**config.mk**
```make
export PLATFORM = sky130hd
export DESIGN_NAME = llrx_link_rx
export DESIGN_NICKNAME = d
export VERILOG_FILES = /design/src/rtl/llrx_pkg.sv /design/src/rtl/llrx_crc_acc.sv /design/src/rtl/llrx_seq_judge.sv /design/src/rtl/llrx_link_rx.sv
export SDC_FILE = /design/constraint.sdc
export NUM_CORES = 1
export LEC_CHECK = 0
export BUFFER_PORTS_ARGS = -buffer_cell sky130_fd_sc_hd__buf_2
export CAP_MARGIN = 25
export CORE_ASPECT_RATIO = 0.8
export CORE_MARGIN = 2
export CORE_UTILIZATION = 30
export CTS_CLUSTER_DIAMETER = 80
export DETAILED_ROUTE_END_ITERATION = 8
export GPL_TIMING_DRIVEN = 0
export MAX_ROUTING_LAYER = met4
export SYNTH_ARGS = -nofsm -noshare
export SYNTH_HDL_FRONTEND = slang
export SYNTH_SLANG_ARGS = --single-unit
```
**constraint.sdc**
```tcl
create_clock -name clk -period 8.9 [get_ports clk]
set_input_delay 0.89 -clock clk [delete_from_list [all_inputs] [get_ports clk]]
set_output_delay 0.89 -clock clk [all_outputs]
set_load 0.05 [all_outputs]
```
**src/rtl/llrx_pkg.sv**
```systemverilog
package llrx_pkg;

    localparam int WORD_W   = 32;
    localparam int CRC_W    = 32;
    localparam logic [CRC_W-1:0] CRC_POLY = 32'h04C11DB7;

    typedef enum logic [1:0] {
        SEQ_MATCH = 2'd0,
        SEQ_OLD   = 2'd1,
        SEQ_AHEAD = 2'd2
    } seq_class_e;

    typedef enum logic {
        RX_NORMAL  = 1'b0,
        RX_RECOVER = 1'b1
    } rx_mode_e;

    // Shift nbits of d (MSB of the used field first) through the CRC register.
    function automatic logic [CRC_W-1:0] crc_feed(
        input logic [CRC_W-1:0]  c,
        input logic [WORD_W-1:0] d,
        input int                nbits
    );
        logic [CRC_W-1:0] r;
        logic             fb;
        r = c;
        for (int i = WORD_W - 1; i >= 0; i--) begin
            if (i < nbits) begin
                fb = r[CRC_W-1] ^ d[i];
                r  = {r[CRC_W-2:0], 1'b0};
                if (fb) r = r ^ CRC_POLY;
            end
        end
        return r;
    endfunction

endpackage

```
**src/rtl/llrx_crc_acc.sv**
```systemverilog
module llrx_crc_acc
    import llrx_pkg::*;
#(
    parameter int SEQ_W = 12
) (
    input  logic              clk,
    input  logic              rst_n,
    input  logic              step,
    input  logic              first,
    input  logic [WORD_W-1:0] data,
    output logic [CRC_W-1:0]  crc_q
);

    logic [CRC_W-1:0] crc_d;

    always_comb begin
        crc_d = crc_q;
        if (step) begin
            if (first) crc_d = crc_feed('1, data, SEQ_W);
            else       crc_d = crc_feed(crc_q, data, WORD_W);
        end
    end

    always_ff @(posedge clk) begin
        if (!rst_n) crc_q <= '1;
        else        crc_q <= crc_d;
    end

    // Running CRC must only move when a covered word is taken.
    assert_crc_holds_R2: assert property (@(posedge clk) disable iff (!rst_n)
        !step |=> $stable(crc_q));

endmodule

```
**src/rtl/llrx_seq_judge.sv**
```systemverilog
module llrx_seq_judge
    import llrx_pkg::*;
#(
    parameter int SEQ_W = 12
) (
    input  logic [SEQ_W-1:0] seq,
    input  logic [SEQ_W-1:0] expected,
    output seq_class_e       cls
);

    localparam logic [SEQ_W-1:0] HALF = SEQ_W'(1) << (SEQ_W - 1);

    logic [SEQ_W-1:0] behind;

    always_comb begin
        behind = expected - seq;
        if (behind == '0)        cls = SEQ_MATCH;
        else if (behind < HALF)  cls = SEQ_OLD;
        else                     cls = SEQ_AHEAD;
    end

endmodule

```
**src/rtl/llrx_link_rx.sv**
```systemverilog
module llrx_link_rx
    import llrx_pkg::*;
#(
    parameter int SEQ_W     = 12,
    parameter int PAY_WORDS = 8
) (
    input  logic                        clk,
    input  logic                        rst_n,
    input  logic                        in_valid,
    input  logic                        in_sof,
    input  logic [WORD_W-1:0]           in_data,
    output logic                        dlv_valid,
    output logic [SEQ_W-1:0]            dlv_seq,
    output logic [PAY_WORDS*WORD_W-1:0] dlv_payload,
    output logic                        ack_valid,
    output logic [SEQ_W-1:0]            ack_seq,
    output logic                        rsend_req,
    output logic [SEQ_W-1:0]            rsend_seq
);

    localparam int FRAME_WORDS = PAY_WORDS + 2;
    localparam int IDX_W       = $clog2(FRAME_WORDS);
    localparam logic [IDX_W-1:0] LAST_IDX = IDX_W'(FRAME_WORDS - 1);

    typedef struct packed {
        rx_mode_e                           mode;
        logic                               in_frame;
        logic [IDX_W-1:0]                   cnt;
        logic [SEQ_W-1:0]                   exp_seq;
        logic [SEQ_W-1:0]                   hdr_seq;
        logic [PAY_WORDS-1:0][WORD_W-1:0]   pay;
        logic                               dlv_valid;
        logic [SEQ_W-1:0]                   dlv_seq;
        logic                               ack_valid;
        logic [SEQ_W-1:0]                   ack_seq;
        logic                               rsend_req;
        logic [SEQ_W-1:0]                   rsend_seq;
    } rx_state_t;

    rx_state_t        st_d, st_q;
    logic             take;
    logic [IDX_W-1:0] idx;
    logic [CRC_W-1:0] crc_q;
    logic             crc_ok;
    seq_class_e       cls;

    assign take = in_valid && (in_sof || st_q.in_frame);
    assign idx  = in_sof ? '0 : st_q.cnt;

    llrx_crc_acc #(.SEQ_W(SEQ_W)) u_crc (
        .clk   (clk),
        .rst_n (rst_n),
        .step  (take && (idx != LAST_IDX)),
        .first (in_sof),
        .data  (in_data),
        .crc_q (crc_q)
    );

    llrx_seq_judge #(.SEQ_W(SEQ_W)) u_judge (
        .seq      (st_q.hdr_seq),
        .expected (st_q.exp_seq),
        .cls      (cls)
    );

    assign crc_ok = (in_data == crc_q);

    always_comb begin
        st_d           = st_q;
        st_d.dlv_valid = 1'b0;
        st_d.ack_valid = 1'b0;
        st_d.rsend_req = 1'b0;
        if (take) begin
            st_d.in_frame = 1'b1;
            st_d.cnt      = IDX_W'(idx + 1'b1);
            if (idx == '0) st_d.hdr_seq = in_data[SEQ_W-1:0];
            for (int k = 0; k < PAY_WORDS; k++) begin
                if (idx == IDX_W'(k + 1)) st_d.pay[k] = in_data;
            end
            if (idx == LAST_IDX) begin
                st_d.in_frame = 1'b0;
                st_d.cnt      = '0;
                if (crc_ok && cls == SEQ_MATCH) begin
                    st_d.dlv_valid = 1'b1;
                    st_d.dlv_seq   = st_q.hdr_seq;
                    st_d.ack_valid = 1'b1;
                    st_d.ack_seq   = st_q.hdr_seq;
                    st_d.exp_seq   = st_q.exp_seq + 1'b1;
                    st_d.mode      = RX_NORMAL;
                end else if (st_q.mode == RX_NORMAL &&
                             (!crc_ok || cls == SEQ_AHEAD)) begin
                    st_d.rsend_req = 1'b1;
                    st_d.rsend_seq = st_q.exp_seq;
                    st_d.mode      = RX_RECOVER;
                end
            end
        end
    end

    always_ff @(posedge clk) begin
        if (!rst_n) st_q <= '0;
        else        st_q <= st_d;
    end

    assign dlv_valid   = st_q.dlv_valid;
    assign dlv_seq     = st_q.dlv_seq;
    assign dlv_payload = st_q.pay;
    assign ack_valid   = st_q.ack_valid;
    assign ack_seq     = st_q.ack_seq;
    assign rsend_req   = st_q.rsend_req;
    assign rsend_seq   = st_q.rsend_seq;

    assert_deliver_after_word_R2: assert property (@(posedge clk) disable iff (!rst_n)
        dlv_valid |-> $past(in_valid));

    assert_deliver_expected_R2: assert property (@(posedge clk) disable iff (!rst_n)
        dlv_valid |-> dlv_seq == $past(st_q.exp_seq));

    assert_ack_advances_R3: assert property (@(posedge clk) disable iff (!rst_n)
        ack_valid |-> st_q.exp_seq == SEQ_W'(ack_seq + 1'b1));

    assert_request_holds_R4: assert property (@(posedge clk) disable iff (!rst_n)
        rsend_req |-> (st_q.exp_seq == rsend_seq) && (st_q.mode == RX_RECOVER));

    assert_no_mixed_outcome_R5: assert property (@(posedge clk) disable iff (!rst_n)
        !(dlv_valid && rsend_req));

    assert_single_request_R6: assert property (@(posedge clk) disable iff (!rst_n)
        rsend_req |-> $past(st_q.mode) == RX_NORMAL);

endmodule

```
### After elaboration in Yosys (flattened, before gate mapping)

Cells that the tools add are included.

* word-level logic and storage cells: 289
* output and inout port bits: 295
* bits in registers: 345

* add/subtract/negate cells: 3
* multiplexer cells: 138
* reductions and logical operators: 25
* bitwise logic cells: 91
* magnitude comparators: 1
* equal/unequal tests: 12

Operator list (number)
* $mux 32: 85
* $mux 27: 44
* $not 14->14: 43
* $xor 1x1->1: 43
* $eq 32x32->1: 1
* $mux 26: 1
* $reduce_and 2->1: 9
* $mux 17: 1
* $eq 4x3->1 const B: 4
* $mux 13: 1
* $add 12x1->12 const B: 1
* $logic_not 12->1: 1
* $lt 12x12->1 const B: 1
* $mux 12: 1
* $sub 12x12->12: 1
* $reduce_and 3->1: 3
* $eq 4x2->1 const B: 2
* $eq 4x4->1 const B: 2
* $not 1->1: 5
* $add 4x1->4 const B: 1
* $eq 4x1->1 const B: 1
* $logic_and 1x1->1: 4
* $logic_not 4->1: 1
* $mux 2: 2
* 10 further kinds: 12

### Logic depth before layout (Yosys ltp)

* depth in word-level cells: 127
* mapped depth: 18
* mapped depth without buffers: 17

### By module

A second synthesis with hierarchy kept.

* cells, all modules: 2403
* area total of the unflattened synthesis: 20136.8 um^2

By module, submodules not included
* llrx_link_rx: area each 14266.2 um^2, times used 1, cells each 1809, sequential area each 6246.0 um^2
* llrx_crc_acc: area each 5262.5 um^2, times used 1, cells each 509, sequential area each 640.6 um^2
* llrx_seq_judge: area each 608.1 um^2, times used 1, cells each 85, sequential area each 0.0 um^2

### Worst setup path after synthesis

No wires, ideal clock.

* kind: input to register
* start: input port in_data[28]
* end: register u_crc.crc_q[11]
* setup time: 0.122 ns
* stages: 12
* arrival: 4.224 ns
* setup slack: 4.555 ns
* buffers on the path: 1
* cell sequence: buf_6 > xnor2_4 > xnor3_2 > xnor2_4 > xnor2_1 > xnor3_2 > xor2_4 > xnor2_4 > xor2_1 > xnor2_1 > nand2_1 > a221o_1

* cells in the longest elaborated chain, start to end: 93

RTL lines
* start, declared: RTL line llrx_link_rx.sv:11 `input logic [WORD_W-1:0] in_data,`
* $xor 1x1->1 *: RTL line llrx_pkg.sv:29 `fb = r[CRC_W-1] ^ d[i];`
* $mux 27 *: RTL line llrx_pkg.sv:31 `if (fb) r = r ^ CRC_POLY;`
* $mux 32 *: RTL line llrx_crc_acc.sv:19 `if (first) crc_d = crc_feed('1, data, SEQ_W);`
* $mux 32 *: RTL line llrx_crc_acc.sv:18 `if (step) begin`
* $not 14->14 (no line) / $mux 27 (equally long branches)
* $mux 27 / $mux 32 (equally long branches): RTL line llrx_pkg.sv:31, llrx_crc_acc.sv:19
* $mux 32 *: RTL line llrx_crc_acc.sv:19
* $mux 32 *: RTL line llrx_crc_acc.sv:18
* [77 not listed]
* $mux 32 *: RTL line llrx_crc_acc.sv:18
* $not 14->14 (no line) (tied with other cells)
* $mux 27 / $mux 32 (equally long branches): RTL line llrx_pkg.sv:31, llrx_crc_acc.sv:18
* $mux 32 *: RTL line llrx_crc_acc.sv:19
* $mux 32 *: RTL line llrx_crc_acc.sv:18
* $not 14->14 (no line) / $xor 1x1->1 (equally long branches)
* $mux 27 *: RTL line llrx_pkg.sv:31
* $mux 32 *: RTL line llrx_crc_acc.sv:19
* end signal, assigned: RTL line llrx_crc_acc.sv:26 `else crc_q <= crc_d;`
* end, declared: RTL line llrx_crc_acc.sv:11 `output logic [CRC_W-1:0] crc_q`

Mark *: on every way between the ends. The rest lies on a longest branch, timed or not. The select of a mux whose other input is x is not followed.
A chain may end at the register's enable or synchronous reset.

### Final worst setup path

* start: input port in_data[17]
* end: register u_crc.crc_q[7]

* cells in the longest elaborated chain, start to end: 57

RTL lines (RTL line)
* $xor 1x1->1 *: llrx_pkg.sv:29
* $mux 27 *: llrx_pkg.sv:31
* $mux 32 *: llrx_crc_acc.sv:19
* $mux 32 *: llrx_crc_acc.sv:18
* $not 14->14 (no line)
* $mux 27: llrx_pkg.sv:31
* $mux 32 *: llrx_crc_acc.sv:19
* $mux 32 *: llrx_crc_acc.sv:18
* [41 not listed]
* $mux 32 *: llrx_crc_acc.sv:19
* $mux 32 *: llrx_crc_acc.sv:18
* $mux 27 *: llrx_pkg.sv:31
* $mux 32 *: llrx_crc_acc.sv:19
* $mux 32 *: llrx_crc_acc.sv:18
* $not 14->14 (no line)
* $mux 27 *: llrx_pkg.sv:31
* $mux 32 *: llrx_crc_acc.sv:19

Marked as above.

==> impl_results.html <==
<table>
<tr><th>Metric</th><th>Value</th></tr>
<tr><th colspan="2">Yosys</th></tr>
<tr><td>Synthesized area per cell</td><td>8.22 um^2</td></tr>
<tr><td>Net count of the mapped netlist</td><td>2,400</td></tr>
<tr><td>Area of the mapped netlist</td><td>19,300 um^2</td></tr>
<tr><td>Number of distinct library cells after synthesis</td><td>49</td></tr>
<tr><td>FF+latch count, synth</td><td>344</td></tr>
<tr><td>Post-synthesis async set-or-reset flop share</td><td>0%</td></tr>
<tr><td>EDFF count, synth</td><td>0</td></tr>
<tr><td>Sequential-to-total area share from yosys stat</td><td>35.7%</td></tr>
<tr><td>Top_reg_cell synth</td><td>sky130_fd_sc_hd__dfxtp_1</td></tr>
<tr><td>Synth warn</td><td>0</td></tr>
<tr><td>Number of cells produced by synthesis</td><td>2,349</td></tr>
<tr><th colspan="2">Clock network</th></tr>
<tr><td>Clock root buffer master</td><td>sky130_fd_sc_hd__clkbuf_16</td></tr>
<tr><td>Number of buffers inserted to repair setup after CTS</td><td>0</td></tr>
<tr><td>Clock slew at reported path FFs</td><td>60 ps</td></tr>
<tr><td>CTS max path bufs</td><td>3</td></tr>
<tr><td>Number of buffers inserted by hold repair at cts</td><td>0</td></tr>
<tr><td>Count of cells resized by post-cts repair</td><td>0</td></tr>
<tr><td>Insertion delay to the later sink of the worst-skew pair</td><td>540 ps</td></tr>
<tr><td>Sinks on the clock net</td><td>344</td></tr>
<tr><td>Num CTS Buffers</td><td>37</td></tr>
<tr><td>CTS tree</td><td>done</td></tr>
<tr><td>H-Tree Depth</td><td>2</td></tr>
<tr><th colspan="2">Global route</th></tr>
<tr><td>First-pass GRT wire length</td><td>103,000 um</td></tr>
<tr><td>Vias in the first global route</td><td>15,300</td></tr>
<tr><td>Total routing usage reported by global routing</td><td>21.4%</td></tr>
<tr><td>GR Layer Usage met1</td><td>30.1%</td></tr>
<tr><td>Total gr overflow</td><td>0</td></tr>
<tr><td>GR peak layer</td><td>met2</td></tr>
<tr><td>Met2 Usage GRT</td><td>30.2%</td></tr>
<tr><td>Number of antenna violations at the first check in global routing</td><td>9</td></tr>
<tr><td>Largest net degree at the start of global routing</td><td>14</td></tr>
<tr><td>Met3 usage in global routing</td><td>6.35%</td></tr>
<tr><th colspan="2">Worst hold path</th></tr>
<tr><td>Start point of the worst hold path</td><td>rsend_seq[6]</td></tr>
<tr><td>Hold worst-path end</td><td>rsend_seq[6]</td></tr>
<tr><td>Number of cells on the worst hold path</td><td>2</td></tr>
<tr><td>Hold WC Path Type</td><td>flip-flop to flip-flop</td></tr>
<tr><th colspan="2">STA</th></tr>
<tr><td>Period Utilization, post-route</td><td>55.1%</td></tr>
<tr><td>Setup repair after global routing missed its margin</td><td>no</td></tr>
<tr><td>Total of endpoints with negative setup slack in the final report</td><td>0</td></tr>
<tr><td>Maximum clock rate</td><td>0.204 GHz</td></tr>
<tr><td>Tmin final</td><td>4900 ps</td></tr>
<tr><td>Measured slew at the worst slew-check pin</td><td>1150 ps</td></tr>
<tr><td>Worst-case headroom to the max-slew limit</td><td>23.4%</td></tr>
<tr><td>Summed negative setup slack over all endpoints</td><td>0 ps</td></tr>
<tr><td>Final worst clock skew</td><td>17.2 ps</td></tr>
<tr><td>Max Slew Vio Count</td><td>0</td></tr>
<tr><td>Final number of hold-violating endpoints</td><td>0</td></tr>
<tr><th colspan="2">Final layout</th></tr>
<tr><td>Most common library cell in the layout ignoring fill and taps</td><td>sky130_fd_sc_hd__nand2_1</td></tr>
<tr><td>NumNets Final</td><td>2,752</td></tr>
<tr><td>Most used cells in the layout excluding fill and tap cells</td><td>598 x sky130_fd_sc_hd__nand2_1, 344 x sky130_fd_sc_hd__dfxtp_1, 312 x sky130_fd_sc_hd__buf_2, 301 x sky130_fd_sc_hd__a21oi_1, 300 x sky130_fd_sc_hd__buf_4</td></tr>
<tr><td>Non-Filler Cell Area, Final</td><td>23,200 um^2</td></tr>
<tr><td>Post-Route Utilization</td><td>36.4%</td></tr>
<tr><td>Ratio of cells with drive above 1 in the final layout</td><td>26.9%</td></tr>
<tr><td>Layout overhead on the synthesized area</td><td>20.5%</td></tr>
<tr><td>Non-filler cells in the finished layout</td><td>3,579</td></tr>
<tr><th colspan="2">Routing</th></tr>
<tr><td>DRC violation total after the first TritonRoute iteration</td><td>1,570</td></tr>
<tr><td>Aggregate routed wire length</td><td>71,500 um</td></tr>
<tr><td>WL per Instance</td><td>20.0 um</td></tr>
<tr><td>Count of TritonRoute iterations in the first routing pass</td><td>8</td></tr>
<tr><td>Vias</td><td>16,700</td></tr>
<tr><td>Number of design rule violations left after detail routing</td><td>0</td></tr>
<tr><td>Post-DRT Antenna Nets</td><td>0</td></tr>
<tr><td>Number of vias per cell after detailed routing</td><td>4.66</td></tr>
<tr><th colspan="2">Die</th></tr>
<tr><td>Floorplan die area</td><td>66,400 um^2</td></tr>
<tr><td>Standard cell core area</td><td>63,900 um^2</td></tr>
<tr><td>Initial Utilization</td><td>30.2%</td></tr>
<tr><td>Number of ports placed on the die boundary</td><td>331</td></tr>
<tr><td>Standard-cell row count</td><td>83</td></tr>
<tr><td>Die boundary height</td><td>231 um</td></tr>
<tr><td>Die X</td><td>288 um</td></tr>
<tr><th colspan="2">Setup path</th></tr>
<tr><td>Depth of the worst register-to-register path</td><td>13</td></tr>
<tr><td>Ordered cell list for the critical path</td><td>clkbuf_1, xnor2_1, xor2_1, xnor2_1, xnor2_1, xor2_1, xnor2_1, xnor2_4, xor2_2, xnor2_2, xnor2_1, nand2_1, a21oi_1, o21ai_1</td></tr>
<tr><td>FF-to-FF Start</td><td>u_crc.crc_q[15]</td></tr>
<tr><td>Required time worst endpoint</td><td>9300 ps</td></tr>
<tr><td>CP top delay family</td><td>XOR/XNOR gates</td></tr>
<tr><td>R2r endpoint</td><td>u_crc.crc_q[7]</td></tr>
<tr><td>R2r setup slk</td><td>4340 ps</td></tr>
<tr><td>Category of the critical setup timing path</td><td>input pin to flip-flop</td></tr>
<tr><td>Data arrival time of the worst path</td><td>5300 ps</td></tr>
<tr><td>Crit path launch type</td><td>input pin</td></tr>
<tr><td>Critical-path maximum fanout</td><td>9</td></tr>
<tr><td>Number of buffers and inverters on the critical path</td><td>1</td></tr>
<tr><td>Crit-path slowest cell</td><td>sky130_fd_sc_hd__clkbuf_1</td></tr>
<tr><td>Cell seen most often among critical-path stages</td><td>sky130_fd_sc_hd__xnor2_1</td></tr>
<tr><td>Type of element capturing the critical path</td><td>flip-flop</td></tr>
<tr><td>Slowest stage delay, CP</td><td>820 ps</td></tr>
<tr><th colspan="2">Outcome</th></tr>
<tr><td>Result of the run</td><td>complete, no violations</td></tr>
<tr><th colspan="2">Placement</th></tr>
<tr><td>Post-place instance area</td><td>22,000 um^2</td></tr>
<tr><td>Placed cells</td><td>3,509</td></tr>
<tr><td>Detail Placement HPWL</td><td>53,900 um</td></tr>
<tr><td>Number of buffers added on ports</td><td>299</td></tr>
<tr><td>Placer Congestion</td><td>0.943</td></tr>
<tr><th colspan="2">Job</th></tr>
<tr><td>Number of max-cap violations</td><td>0</td></tr>
</table>
cell families after synthesis:
kind of cell    synth area share (%)
xor+xnor                        20.2
flops                           35.7
mux                             1.82
buf+inv                         15.3
fa+ha+maj                       1.01
compound gates                  10.1
simple gates                    15.8
how the worst max path moves through the flow:
stage                     depth (start not counted)               to   startpoint  slack [ps]
after global routing                             14  u_crc.crc_q[28]  in_data[17]        3870
after detailed placement                         14   u_crc.crc_q[7]  in_data[17]        3680
after global placement                           14   u_crc.crc_q[7]  in_data[12]        3610
after CTS                                        14   u_crc.crc_q[7]  in_data[17]        4230
after floorplan                                  12  u_crc.crc_q[11]  in_data[28]        4550
final                                            14   u_crc.crc_q[7]  in_data[17]        4000
final cells by class:
type	instances	area, um^2
clock buffer	53	1090
antenna	7	17.5
sequential	344	6890
clock inverter	7	97.6
buffer	452	2860
tap	850	1060
fill	6832	40600
inverter	25	93.8
multi-input combinational	1528	9470
timing repair buffer	313	1670
per-stage QoR:
stage	setup WS [ps]	hold slack [ps]
final	4000	451
after detailed placement	3680	446
after floorplan	4550	432
after global placement	3610	442
after CTS	4230	454
after global routing	3870	466
sequential cells by signal, indices dropped and copies added, names as in the netlist:
signal,count
u_crc.crc_q,32
rsend_req,1
ack_valid,1
ack_seq,12
dlv_payload,256
rsend_seq,12
st_q,30
routing by layer:
layer  up-vias  routed length [um]
met2       709               29800
met5         -                   0
met1      7953               32700
met4         0                1250
met3        75                7770
li1       7940                   -
synthesized netlist by cell type (3+ instances only):
cell type                  instances  area [um^2]
sky130_fd_sc_hd__nor3_1           12         60.1
sky130_fd_sc_hd__nand2b_1         14         87.6
sky130_fd_sc_hd__o21a_1            8         60.1
sky130_fd_sc_hd__buf_6             3         33.8
sky130_fd_sc_hd__nand4_1          15         93.8
sky130_fd_sc_hd__nor2_1           47          176
sky130_fd_sc_hd__a21oi_1         301         1510
sky130_fd_sc_hd__dfxtp_1         344         6890
sky130_fd_sc_hd__xor2_1           72          631
sky130_fd_sc_hd__xnor2_4          23          633
sky130_fd_sc_hd__clkbuf_1        135          507
sky130_fd_sc_hd__and3_1            8         50.1
sky130_fd_sc_hd__o21ai_1          10         50.1
sky130_fd_sc_hd__nor2b_1           6         37.5
sky130_fd_sc_hd__o211ai_1         15          113
sky130_fd_sc_hd__nand3_1          32          160
sky130_fd_sc_hd__nand2_1         598         2240
sky130_fd_sc_hd__or3_1             3         18.8
sky130_fd_sc_hd__xnor3_2           5          119
sky130_fd_sc_hd__buf_2            12         60.1
sky130_fd_sc_hd__xnor2_1         222         1940
sky130_fd_sc_hd__o21ai_0          27          135
sky130_fd_sc_hd__buf_4           299         2240
sky130_fd_sc_hd__buf_1             3         11.3
sky130_fd_sc_hd__xnor3_1           6          135
sky130_fd_sc_hd__or4_1             4         30.0
sky130_fd_sc_hd__xor2_4            3         82.6
sky130_fd_sc_hd__inv_1            24         90.1
sky130_fd_sc_hd__xnor2_2          14          228
sky130_fd_sc_hd__nor4_1            7         43.8
sky130_fd_sc_hd__mux2i_1          35          350
sky130_fd_sc_hd__ha_1             14          175
sky130_fd_sc_hd__xor2_2            8          130
tightest hold or removal path, cell delays in order, from the launching register on:
cell and delay [ps]:
sky130_fd_sc_hd__dfxtp_1 310, sky130_fd_sc_hd__nand2_1 50, sky130_fd_sc_hd__a21oi_1 50
Power is left out: the tool's default activity adds up to more than one toggle a clock period on the data nets, which glitch-free logic cannot reach.
